File: src/rtl/src_fetch_pkg.sv
package src_fetch_pkg;
  typedef enum logic [1:0] {
    SLOT_EMPTY = 2'd0,
    SLOT_REQ   = 2'd1,
    SLOT_FULL  = 2'd2
  } slot_st_t;
endpackage

File: src/rtl/fetch_interval_timer.sv
module fetch_interval_timer #(
  parameter int IVL_W = 8
) (
  input  logic             clk,
  input  logic             rst,
  input  logic             load,
  input  logic             run,
  input  logic [IVL_W-1:0] period,
  output logic             fire
);
  logic [IVL_W-1:0] cnt_q;
  logic [IVL_W-1:0] period_q;

  always_ff @(posedge clk) begin
    if (rst) begin
      cnt_q    <= '0;
      period_q <= '0;
    end else if (load) begin
      cnt_q    <= period;
      period_q <= period;
    end else if (run) begin
      if (cnt_q == '0) cnt_q <= period_q;
      else             cnt_q <= cnt_q - 1'b1;
    end
  end

  assign fire = run && (cnt_q == '0);

  AST_TIMER_IN_RANGE: assert property (@(posedge clk) disable iff (rst)
    cnt_q <= period_q);
endmodule

File: src/rtl/fetch_len_calc.sv
module fetch_len_calc #(
  parameter int NUM_FIFO  = 4,
  parameter int MAX_BURST = 3,
  parameter int LEN_W     = 16,
  localparam int PTR_W = $clog2(NUM_FIFO),
  localparam int CNT_W = $clog2(NUM_FIFO + 1)
) (
  input  logic [NUM_FIFO-1:0] slot_empty,
  input  logic [PTR_W-1:0]    tail,
  input  logic [LEN_W-1:0]    remaining,
  output logic [CNT_W-1:0]    len
);
  logic [CNT_W-1:0] run_cnt;
  logic [CNT_W-1:0] cap;

  always_comb begin
    logic             alive;
    logic [PTR_W-1:0] idx;
    alive   = 1'b1;
    run_cnt = '0;
    for (int k = 0; k < NUM_FIFO; k++) begin
      idx     = tail + PTR_W'(k);
      alive   = alive & slot_empty[idx];
      run_cnt = run_cnt + CNT_W'(alive);
    end
  end

  assign cap = (run_cnt > CNT_W'(MAX_BURST)) ? CNT_W'(MAX_BURST) : run_cnt;
  assign len = (remaining < LEN_W'(cap)) ? CNT_W'(remaining) : cap;
endmodule

File: src/rtl/fetch_status_table.sv
module fetch_status_table
  import src_fetch_pkg::*;
#(
  parameter int NUM_FIFO = 4,
  localparam int PTR_W = $clog2(NUM_FIFO),
  localparam int CNT_W = $clog2(NUM_FIFO + 1)
) (
  input  logic                  clk,
  input  logic                  rst,
  input  logic                  issue,
  input  logic [CNT_W-1:0]      issue_len,
  input  logic                  issue_last,
  input  logic                  arrive,
  input  logic [NUM_FIFO-1:0]   drain,
  output logic [2*NUM_FIFO-1:0] state_flat,
  output logic [NUM_FIFO-1:0]   last_flat,
  output logic [NUM_FIFO-1:0]   slot_empty,
  output logic [PTR_W-1:0]      tail,
  output logic [PTR_W-1:0]      head
);
  logic head_is_req;
  assign head_is_req = (state_flat[2*head +: 2] == SLOT_REQ);

  for (genvar i = 0; i < NUM_FIFO; i++) begin : g_slot
    slot_st_t         st;
    logic             lastf;
    logic [PTR_W-1:0] off;
    logic             hit;
    logic             last_hit;
    logic             arr_hit;

    assign off      = PTR_W'(i) - tail;
    assign hit      = issue && (CNT_W'(off) < issue_len);
    assign last_hit = hit && issue_last && (CNT_W'(off) == issue_len - 1'b1);
    assign arr_hit  = arrive && (head == PTR_W'(i)) && (st == SLOT_REQ);

    always_ff @(posedge clk) begin
      if (rst) begin
        st    <= SLOT_EMPTY;
        lastf <= 1'b0;
      end else if (hit) begin
        st    <= SLOT_REQ;
        lastf <= last_hit;
      end else if (arr_hit) begin
        st    <= SLOT_FULL;
      end else if (drain[i] && st == SLOT_FULL) begin
        st    <= SLOT_EMPTY;
        lastf <= 1'b0;
      end
    end

    assign state_flat[2*i +: 2] = st;
    assign last_flat[i]         = lastf;
    assign slot_empty[i]        = (st == SLOT_EMPTY);

    AST_ISSUE_ON_EMPTY: assert property (@(posedge clk) disable iff (rst)
      hit |-> st == SLOT_EMPTY);
    AST_DRAIN_FREES: assert property (@(posedge clk) disable iff (rst)
      (drain[i] && st == SLOT_FULL && !hit) |=> st == SLOT_EMPTY && !lastf);
  end

  always_ff @(posedge clk) begin
    if (rst) begin
      tail <= '0;
      head <= '0;
    end else begin
      if (issue)                 tail <= tail + PTR_W'(issue_len);
      if (arrive && head_is_req) head <= head + 1'b1;
    end
  end

  AST_HEAD_ADVANCE: assert property (@(posedge clk) disable iff (rst)
    (arrive && head_is_req) |=> head == PTR_W'($past(head) + 1'b1));
  AST_HEAD_HOLD: assert property (@(posedge clk) disable iff (rst)
    (!arrive || !head_is_req) |=> head == $past(head));
endmodule

File: src/rtl/src_fetch_ctrl.sv
module src_fetch_ctrl #(
  parameter int NUM_FIFO    = 4,
  parameter int MAX_BURST   = 3,
  parameter int ADDR_W      = 32,
  parameter int LEN_W       = 16,
  parameter int BLOCK_BYTES = 64,
  parameter int IVL_W       = 8,
  localparam int PTR_W = $clog2(NUM_FIFO),
  localparam int CNT_W = $clog2(NUM_FIFO + 1)
) (
  input  logic                  clk,
  input  logic                  rst,
  input  logic                  cmd_valid,
  input  logic [ADDR_W-1:0]     cmd_addr,
  input  logic [LEN_W-1:0]      cmd_len,
  input  logic [IVL_W-1:0]      cmd_interval,
  input  logic                  data_arrive,
  input  logic [NUM_FIFO-1:0]   fifo_drain,
  output logic                  req_valid,
  output logic [ADDR_W-1:0]     req_addr,
  output logic [CNT_W-1:0]      req_len,
  output logic                  req_last,
  output logic                  busy,
  output logic [2*NUM_FIFO-1:0] slot_state,
  output logic [NUM_FIFO-1:0]   slot_last
);
  logic                accept;
  logic                tick;
  logic                issue;
  logic                issue_last;
  logic [CNT_W-1:0]    calc_len;
  logic [NUM_FIFO-1:0] slot_empty;
  logic [PTR_W-1:0]    tail;
  logic [PTR_W-1:0]    head;
  logic [ADDR_W-1:0]   next_addr;
  logic [LEN_W-1:0]    remaining;

  assign accept     = cmd_valid && !busy && (cmd_len != '0);
  assign issue      = tick && (calc_len != '0);
  assign issue_last = issue && (remaining == LEN_W'(calc_len));

  fetch_interval_timer #(.IVL_W(IVL_W)) u_timer (
    .clk    (clk),
    .rst    (rst),
    .load   (accept),
    .run    (busy),
    .period (cmd_interval),
    .fire   (tick)
  );

  fetch_len_calc #(
    .NUM_FIFO  (NUM_FIFO),
    .MAX_BURST (MAX_BURST),
    .LEN_W     (LEN_W)
  ) u_len (
    .slot_empty (slot_empty),
    .tail       (tail),
    .remaining  (remaining),
    .len        (calc_len)
  );

  fetch_status_table #(.NUM_FIFO(NUM_FIFO)) u_table (
    .clk        (clk),
    .rst        (rst),
    .issue      (issue),
    .issue_len  (calc_len),
    .issue_last (issue_last),
    .arrive     (data_arrive),
    .drain      (fifo_drain),
    .state_flat (slot_state),
    .last_flat  (slot_last),
    .slot_empty (slot_empty),
    .tail       (tail),
    .head       (head)
  );

  always_ff @(posedge clk) begin
    if (rst) begin
      busy      <= 1'b0;
      next_addr <= '0;
      remaining <= '0;
      req_valid <= 1'b0;
      req_addr  <= '0;
      req_len   <= '0;
      req_last  <= 1'b0;
    end else begin
      req_valid <= issue;
      if (accept) begin
        busy      <= 1'b1;
        next_addr <= cmd_addr;
        remaining <= cmd_len;
      end
      if (issue) begin
        req_addr  <= next_addr;
        req_len   <= calc_len;
        req_last  <= issue_last;
        next_addr <= next_addr + ADDR_W'(calc_len) * ADDR_W'(BLOCK_BYTES);
        remaining <= remaining - LEN_W'(calc_len);
        if (issue_last) busy <= 1'b0;
      end
    end
  end

  AST_REQ_LEN_CAP: assert property (@(posedge clk) disable iff (rst)
    req_valid |-> (req_len != '0) && (req_len <= CNT_W'(MAX_BURST)));
  AST_REQ_NEEDS_BUSY: assert property (@(posedge clk) disable iff (rst)
    req_valid |-> $past(busy));
  AST_REM_STEP: assert property (@(posedge clk) disable iff (rst)
    req_valid |-> remaining == $past(remaining) - LEN_W'(req_len));
  AST_ADDR_STEP: assert property (@(posedge clk) disable iff (rst)
    req_valid |-> next_addr == req_addr + ADDR_W'(req_len) * ADDR_W'(BLOCK_BYTES));
  AST_LAST_AT_ZERO: assert property (@(posedge clk) disable iff (rst)
    req_valid |-> (req_last == (remaining == '0)) && (req_last == !busy));
endmodule

File: config.mk
export PLATFORM = sky130hd
export DESIGN_NAME = src_fetch_ctrl
export DESIGN_NICKNAME = d
export VERILOG_FILES = /design/src/rtl/src_fetch_pkg.sv /design/src/rtl/fetch_interval_timer.sv /design/src/rtl/fetch_len_calc.sv /design/src/rtl/fetch_status_table.sv /design/src/rtl/src_fetch_ctrl.sv
export SDC_FILE = /design/constraint.sdc
export NUM_CORES = 1
export LEC_CHECK = 0
export BUFFER_PORTS_ARGS = -buffer_cell sky130_fd_sc_hd__buf_2
export CAP_MARGIN = 20
export CORE_MARGIN = 2
export CORE_UTILIZATION = 60
export DETAILED_ROUTE_END_ITERATION = 8
export HOLD_SLACK_MARGIN = 0.05
export MAX_ROUTING_LAYER = met4
export PLACE_DENSITY = 0.85
export SKIP_LAST_GASP = 1
export SLEW_MARGIN = 10
export SYNTH_ARGS = -nofsm -noshare
export SYNTH_HDL_FRONTEND = slang
export SYNTH_SLANG_ARGS = --single-unit
File: constraint.sdc
create_clock -name clk -period 9.1 [get_ports clk]
set_input_delay 1.82 -clock clk [delete_from_list [all_inputs] [get_ports clk]]
set_output_delay 1.82 -clock clk [all_outputs]
set_load 0.01 [all_outputs]
## Word-level counts from Yosys, hierarchy flattened

Cells that the tools add are included.
Widths: inputs -> output; s select.

| cells by class | value |
|---|---|
| equality and inequality tests | 21 |
| $lt $le $gt $ge | 10 |
| mux-type cells | 44 |
| shifts and indexed selects | 1 |
| add/sub/neg operators | 16 |
| reductions and logical operators | 61 |
| bitwise gates (word level) | 3 |

Operators with widths:

| kind | number |
|---|---|
| $mux 32 | 2 |
| $add 32x9->32 | 1 |
| $mux 16 | 2 |
| $logic_and 1x1->1 | 30 |
| $mux 8 | 3 |
| $mux 1 | 23 |
| $reduce_bool 2->1 | 10 |
| $eq 16x3->1 | 1 |
| $lt 16x3->1 | 1 |
| $mux 2 | 8 |
| $reduce_bool 16->1 | 1 |
| $sub 16x3->16 | 1 |
| $reduce_bool 3->1 | 5 |
| $eq 2x1->1 const B | 6 |
| $eq 2x2->1 const B | 6 |
| $eq 2x3->1 | 4 |
| $lt 2x3->1 | 4 |
| $lt 2x3->1 const B | 4 |
| $logic_not 2->1 | 5 |
| $bmux 1 s2 | 4 |
| $logic_not 8->1 | 1 |
| $ne 2x1->1 const B | 4 |
| $reduce_and 2->1 | 4 |
| $reduce_or 2->1 | 4 |
| other kinds (14) | 22 |

| word-level totals | value |
|---|---|
| output and inout port bits | 50 |
| logic and storage cells | 179 |
| register bits after elaboration | 118 |
| input bits | 64 |

## Depth between registers and ports, before layout

| depth | value |
|---|---|
| depth after elaboration | 17 |
| mapped depth | 19 |
| depth with buffers taken out | 16 |

## Modules after synthesis

From an unflattened synthesis, not the netlist that was laid out.

| unflattened totals | value |
|---|---|
| cells, all modules | 759 |
| area total of the unflattened synthesis | 6,212.2 µm² |

Modules (own cells, without submodules):

| module | sequential area each (µm²) | cells an instance | instances | area an instance (µm²) |
|---|---|---|---|---|
| src_fetch_ctrl | 1,721.7 | 500 | 1 | 3,965.1 |
| fetch_status_table | 320.3 | 132 | 1 | 1,109.8 |
| fetch_interval_timer | 320.3 | 96 | 1 | 864.6 |
| fetch_len_calc | 0.0 | 31 | 1 | 272.8 |

## Worst setup path after synthesis

No wires, ideal clock.

| timing | value |
|---|---|
| kind | register to register |
| start | reg u_table.tail[0] |
| end | reg next_addr[30] |
| cell stages (with the launch flop) | 18 |
| clock period less this slack | 4,264 ps |
| arrival | 4,190 ps |
| library setup time | 74 ps |
| data required time | 9,026 ps |
| buffers on the path | 2 |
| setup slack | 4,836 ps |
| cell sequence | dfxtp_1 -> clkbuf_1 -> inv_1 -> nor3_1 -> a311o_1 -> o21ai_0 -> fa_1 -> o21ai_0 -> nand2b_1 -> mux2_2 -> or2_2 -> fa_1 -> nor2b_1 -> o2111ai_1 -> or2_2 -> clkbuf_1 -> or4_1 -> a31oi_1 |

| on the way | value |
|---|---|
| longest elaborated chain between the ends | 14 |
| elaborated cells between the ends (all ways) | 26 |
| those cells by class | add/sub: 7; order compare: 2; mux: 11; bitwise: 3; reduce/logical: 3 |

Ends and longest elaborated chain:

| item | RTL line | source |
|---|---|---|
| from (decl) | fetch_status_table.sv:18 | `output logic [PTR_W-1:0] tail,` |
| from (signal assigned) | fetch_status_table.sv:67 | `if (issue) tail <= tail + PTR_W'(issue_len);` |
| $add 2x1->2 | fetch_len_calc.sv:22 | `idx = tail + PTR_W'(k);` |
| $bmux 1 s2 | fetch_len_calc.sv:23 | `alive = alive & slot_empty[idx];` |
| $mux 1 (implied by the code) | fetch_len_calc.sv:23 |  |
| $and 1x1->1 | fetch_len_calc.sv:23 |  |
| $add 1x1->2 / $and 1x1->1 (equally long branches) | fetch_len_calc.sv:24, fetch_len_calc.sv:23 |  |
| $add 3x1->3 / $and 1x1->1 (equally long branches) | fetch_len_calc.sv:24, fetch_len_calc.sv:23 |  |
| $add 3x1->3 (*) | fetch_len_calc.sv:24 | `run_cnt = run_cnt + CNT_W'(alive);` |
| $gt 3x2->1 | fetch_len_calc.sv:28 | `assign cap = (run_cnt > CNT_W'(MAX_BURST)) ? CNT_W'(MAX_BURST) : run_cnt;` |
| $mux 3 (*) | fetch_len_calc.sv:28 |  |
| $lt 16x3->1 | fetch_len_calc.sv:29 | `assign len = (remaining < LEN_W'(cap)) ? CNT_W'(remaining) : cap;` |
| $mux 3 (*) | fetch_len_calc.sv:29 |  |
| branches (longest 3 deep; another with $add 32x9->32) | -- |  |
| to (signal assigned) | src_fetch_ctrl.sv:90 | `next_addr <= cmd_addr;` |
| to (signal assigned) | src_fetch_ctrl.sv:97 | `next_addr <= next_addr + ADDR_W'(calc_len) * ADDR_W'(BLOCK_BYTES);` |
| to (decl) | src_fetch_ctrl.sv:35 | `logic [ADDR_W-1:0] next_addr;` |

Every way passes the cells marked *. The select of a mux whose other input is x is not followed.
A chain may end at the register's enable or synchronous reset.

## Final worst setup path

| timing | value |
|---|---|
| start | reg u_table.tail[0] |
| end | reg remaining[15] |

| on the way | value |
|---|---|
| longest elaborated chain between the ends | 14 |
| elaborated cells between the ends (all ways) | 26 |
| those cells by class | add/sub: 7; order compare: 2; mux: 11; bitwise: 3; reduce/logical: 3 |

Ends and longest elaborated chain:

| item | RTL line | source |
|---|---|---|
| $add 2x1->2 | fetch_len_calc.sv:22 |  |
| $bmux 1 s2 | fetch_len_calc.sv:23 |  |
| $mux 1 (implied by the code) | fetch_len_calc.sv:23 |  |
| $and 1x1->1 | fetch_len_calc.sv:23 |  |
| $add 1x1->2 / $and 1x1->1 (equally long branches) | fetch_len_calc.sv:24, fetch_len_calc.sv:23 |  |
| $add 3x1->3 / $and 1x1->1 (equally long branches) | fetch_len_calc.sv:24, fetch_len_calc.sv:23 |  |
| $add 3x1->3 (*) | fetch_len_calc.sv:24 |  |
| $gt 3x2->1 | fetch_len_calc.sv:28 |  |
| $mux 3 (*) | fetch_len_calc.sv:28 |  |
| $lt 16x3->1 | fetch_len_calc.sv:29 |  |
| $mux 3 (*) | fetch_len_calc.sv:29 |  |
| branches (longest 3 deep; another with $sub 16x3->16) | -- |  |
| to (signal assigned) | src_fetch_ctrl.sv:91 | `remaining <= cmd_len;` |
| to (signal assigned) | src_fetch_ctrl.sv:98 | `remaining <= remaining - LEN_W'(calc_len);` |
| to (decl) | src_fetch_ctrl.sv:36 | `logic [LEN_W-1:0] remaining;` |

Marks and branches as above.

==> results.py <==
metrics = {
    "global_route": {
        "grt_pass1_vias": 5925,
        "globalRouteOverflowTotal": 0,
        "grt_first_pass_wirelength_mm": 27.78,
        "antenna_found_initial": 0,
        "grt_max_degree": 81,
        "grt_use_total": 0.3176,
    },
    "pwr": {
        "ir_drop_v": 0.0001828,
        "leakagePower_uw": 0.002853,
        "p_per_area_nw_per_um2": 230.6,
    },
    "setup_path": {
        "crit_arrival_ns": 5.91,
        "cp-start-kind": "register",
        "cp.required_ns": 9.55,
        "regToRegSetupSlack_ns": 3.63,
        "worstSetupEndpointType": "register",
        "crit_fanout": 60,
        "critPathKind": "reg2reg",
    },
    "logic_synthesis": {
        "ys_seq_elements": 118,
        "ys.flop_type": "dfxtp_1",
        "syn_inst": 759,
        "ys_types": 64,
        "syn_area_um2": 6011,
        "synthTopCellsByArea": "dfxtp_1 39%, nand2_1 9.5%, a21oi_1 6.9%",
        "syn_area_per_cell_um2": 7.919,
        "synth_edf_count": 0,
        "async_flop_share": 0,
        "syn_nets": 847,
        "synth_top_area_cell": "dfxtp_1",
        "ys_seq_area_frac": 0.3930,
        "synth_top_area_share": 0.3930,
        "yosys_warnings": 0,
    },
    "floorplan": {
        "die_area_um2": 10830,
        "core-area_um2": 9729,
        "die_y_um": 104.1,
        "die_w_um": 104.1,
        "io_pins": 114,
        "num_rows": 36,
        "start_util": 0.6178,
    },
    "route": {
        "drt-pass1-iter-count": 5,
        "finalWirelength_mm": 16.80,
        "final_antenna_net_count": 0,
        "num_vias": 6177,
        "via_per_inst": 6.227,
        "drt-initial-drc-count": 445,
        "drt_drc_violations_left": 0,
        "wl_per_cell_um": 16.93,
    },
    "sta": {
        "clock_skew_ns": 0.009291,
        "setup_violations": 0,
        "tightestPinTransition_ns": 1.086,
        "final-hold-violation-count": 0,
        "rsz0062_at_grt": "no",
        "fmax_mhz": 182.9,
        "fin_crit_ns": 5.466,
        "fin_crit_sh": 0.6007,
        "relSlewSlack": 0.2757,
        "finalSetupTns_ns": 0,
        "finalMaxSlewViolations": 0,
        "worst_slack_ns": 3.634,
    },
    "hold_path": {
        "hold_class": "reg2reg",
    },
    "cts": {
        "post_cts_buffers": 0,
        "clk_pin_slew_worst_paths_ns": 0.06,
        "cts_buffers": 17,
        "clkSinkCount": 118,
        "insertion_delay_ns": 0.53,
        "cts-root-buf": "clkbuf_8",
        "htree_levels": 4,
        "clk_path_buf_depth": 2,
        "cts_tree": "built",
        "hold_buffers": 0,
        "cts_resized": 0,
    },
    "final_layout": {
        "diodes": 0,
        "final_cells": 992,
        "layout_commonest_cell": "nand2_1",
        "fin_util": 0.7432,
        "final_cell_area_um2": 7231,
        "layout.nets": 934,
        "layout-drive-gt1-share": 0.1944,
        "area_growth_syn_to_layout_pct": 20.30,
        "layout_common_cells": "152 x nand2_1, 118 x dfxtp_1, 112 x buf_2",
    },
    "run": {
        "maxCapViolCount": 0,
    },
    "place": {
        "port_buffers": 113,
        "dpl-instance-area_um2": 6596,
        "place_congestion": 0.9515,
        "place_hpwl_mm": 10.93,
        "placedCellCount": 960,
        "pre_cts_ws_ns": 3.786,
    },
    "outcome": {
        "outcome": "finished, final reports clean",
    },
}
-- critical path, cell delays in order, from the launching register on --
cell,delay [ns]
dfxtp_1,0.59
inv_1,0.14
nor3_1,0.22
a311o_1,0.16
o21ai_0,0.12
fa_1,0.51
o21ai_0,0.21
nand2b_1,0.08
mux2_2,0.29
or2_2,0.39
ha_1,0.23
nor4bb_1,0.41
and3_2,0.99
nand4_1,0.42
or3_1,0.45
a31oi_1,0.16
-- per-stage QoR --
step | power (µW) | hold WS (ns)
floorplan | 843.9 | 0.4263
detailed placement | 941.2 | 0.4408
finish | 1668 | 0.4504
CTS | 1661 | 0.4513
global route | 1739 | 0.4662
global placement | 924.1 | 0.4364
-- power breakdown --
part	leakage (µW)	switching (µW)	total (µW)	internal (µW)
Sequential	0.000962	33.0	577	544
Clock	0.000305	260	723	463
Combinational	0.00159	220	367	148
-- cell type report --
type	count	area, µm²
Fill cell	793	2499
Inverter	21	78.83
Sequential cell	118	2362
Clock inverter	13	192.7
Multi-Input combinational cell	569	3376
Clock buffer	19	441.7
Timing Repair Buffer	119	613.1
Tap cell	133	166.4
-- cell usage after synthesis, drive strengths merged (7+ instances only) --
| library cell | count |
|---|---|
| nand2 | 152 |
| nor3 | 14 |
| o21ai | 18 |
| a21oi | 83 |
| a211oi | 10 |
| a2bb2oi | 7 |
| o311ai | 12 |
| ha | 21 |
| buf | 10 |
| or3 | 16 |
| o211ai | 17 |
| nand3 | 23 |
| inv | 21 |
| clkbuf | 41 |
| nor2b | 12 |
| or4 | 16 |
| and3 | 7 |
| a31oi | 26 |
| dfxtp | 118 |
| nor2 | 40 |
-- state kept, by name (all words and copies together), names as in the netlist --
signal / flops
next_addr: 32
req_addr: 32
remaining: 16
u_table.g_slot.st: 8
u_timer.cnt_q: 8
u_timer.period_q: 8
u_table.g_slot.lastf: 4
req_len: 3
u_table.head: 2
u_table.tail: 2
busy: 1
req_last: 1
req_valid: 1
-- kinds of logic (layout without fill, tap and decap cells) --
group                    count (synthesis)  after routing  share of synthesized area
multiplexers                             4              4                   0.007077
AND/OR/NAND/NOR                        317            317                     0.2521
XOR/XNOR                                 8              8                    0.01166
buffers and inverters                   72            172                    0.04788
flip-flops                             118            118                     0.3930
adder cells (fa/ha/maj)                 24             24                    0.05371
AO/OA/AOI/OAI                          214            214                     0.2333
other                                    2              2                   0.001249
-- layer usage --
metal | vias to the layer above | GRT usage | wire (µm)
li1 | 2937 | - | -
met1 | 2925 | 0.3718 | 6851
met2 | 274 | 0.5409 | 8414
met3 | 41 | 0.07206 | 1191
met4 | 0 | 0.1052 | 340
met5 | - | - | 0
-- path summary, 6_finish.rpt --
kind | from | to | depth (start not counted)
max | u_table.tail[0]$_SDFFE_PP0N_ | remaining[15]$_SDFFE_PP0P_ | 15
min | u_timer.period_q[5]$_SDFFE_PP0P_ | u_timer.period_q[5]$_SDFFE_PP0P_ | 2
max reg2reg | u_table.tail[0]$_SDFFE_PP0N_ | remaining[15]$_SDFFE_PP0P_ | 15
min reg2reg | u_timer.period_q[5]$_SDFFE_PP0P_ | u_timer.period_q[5]$_SDFFE_PP0P_ | 2
No activity file was read; power rests on OpenSTA's default activity.
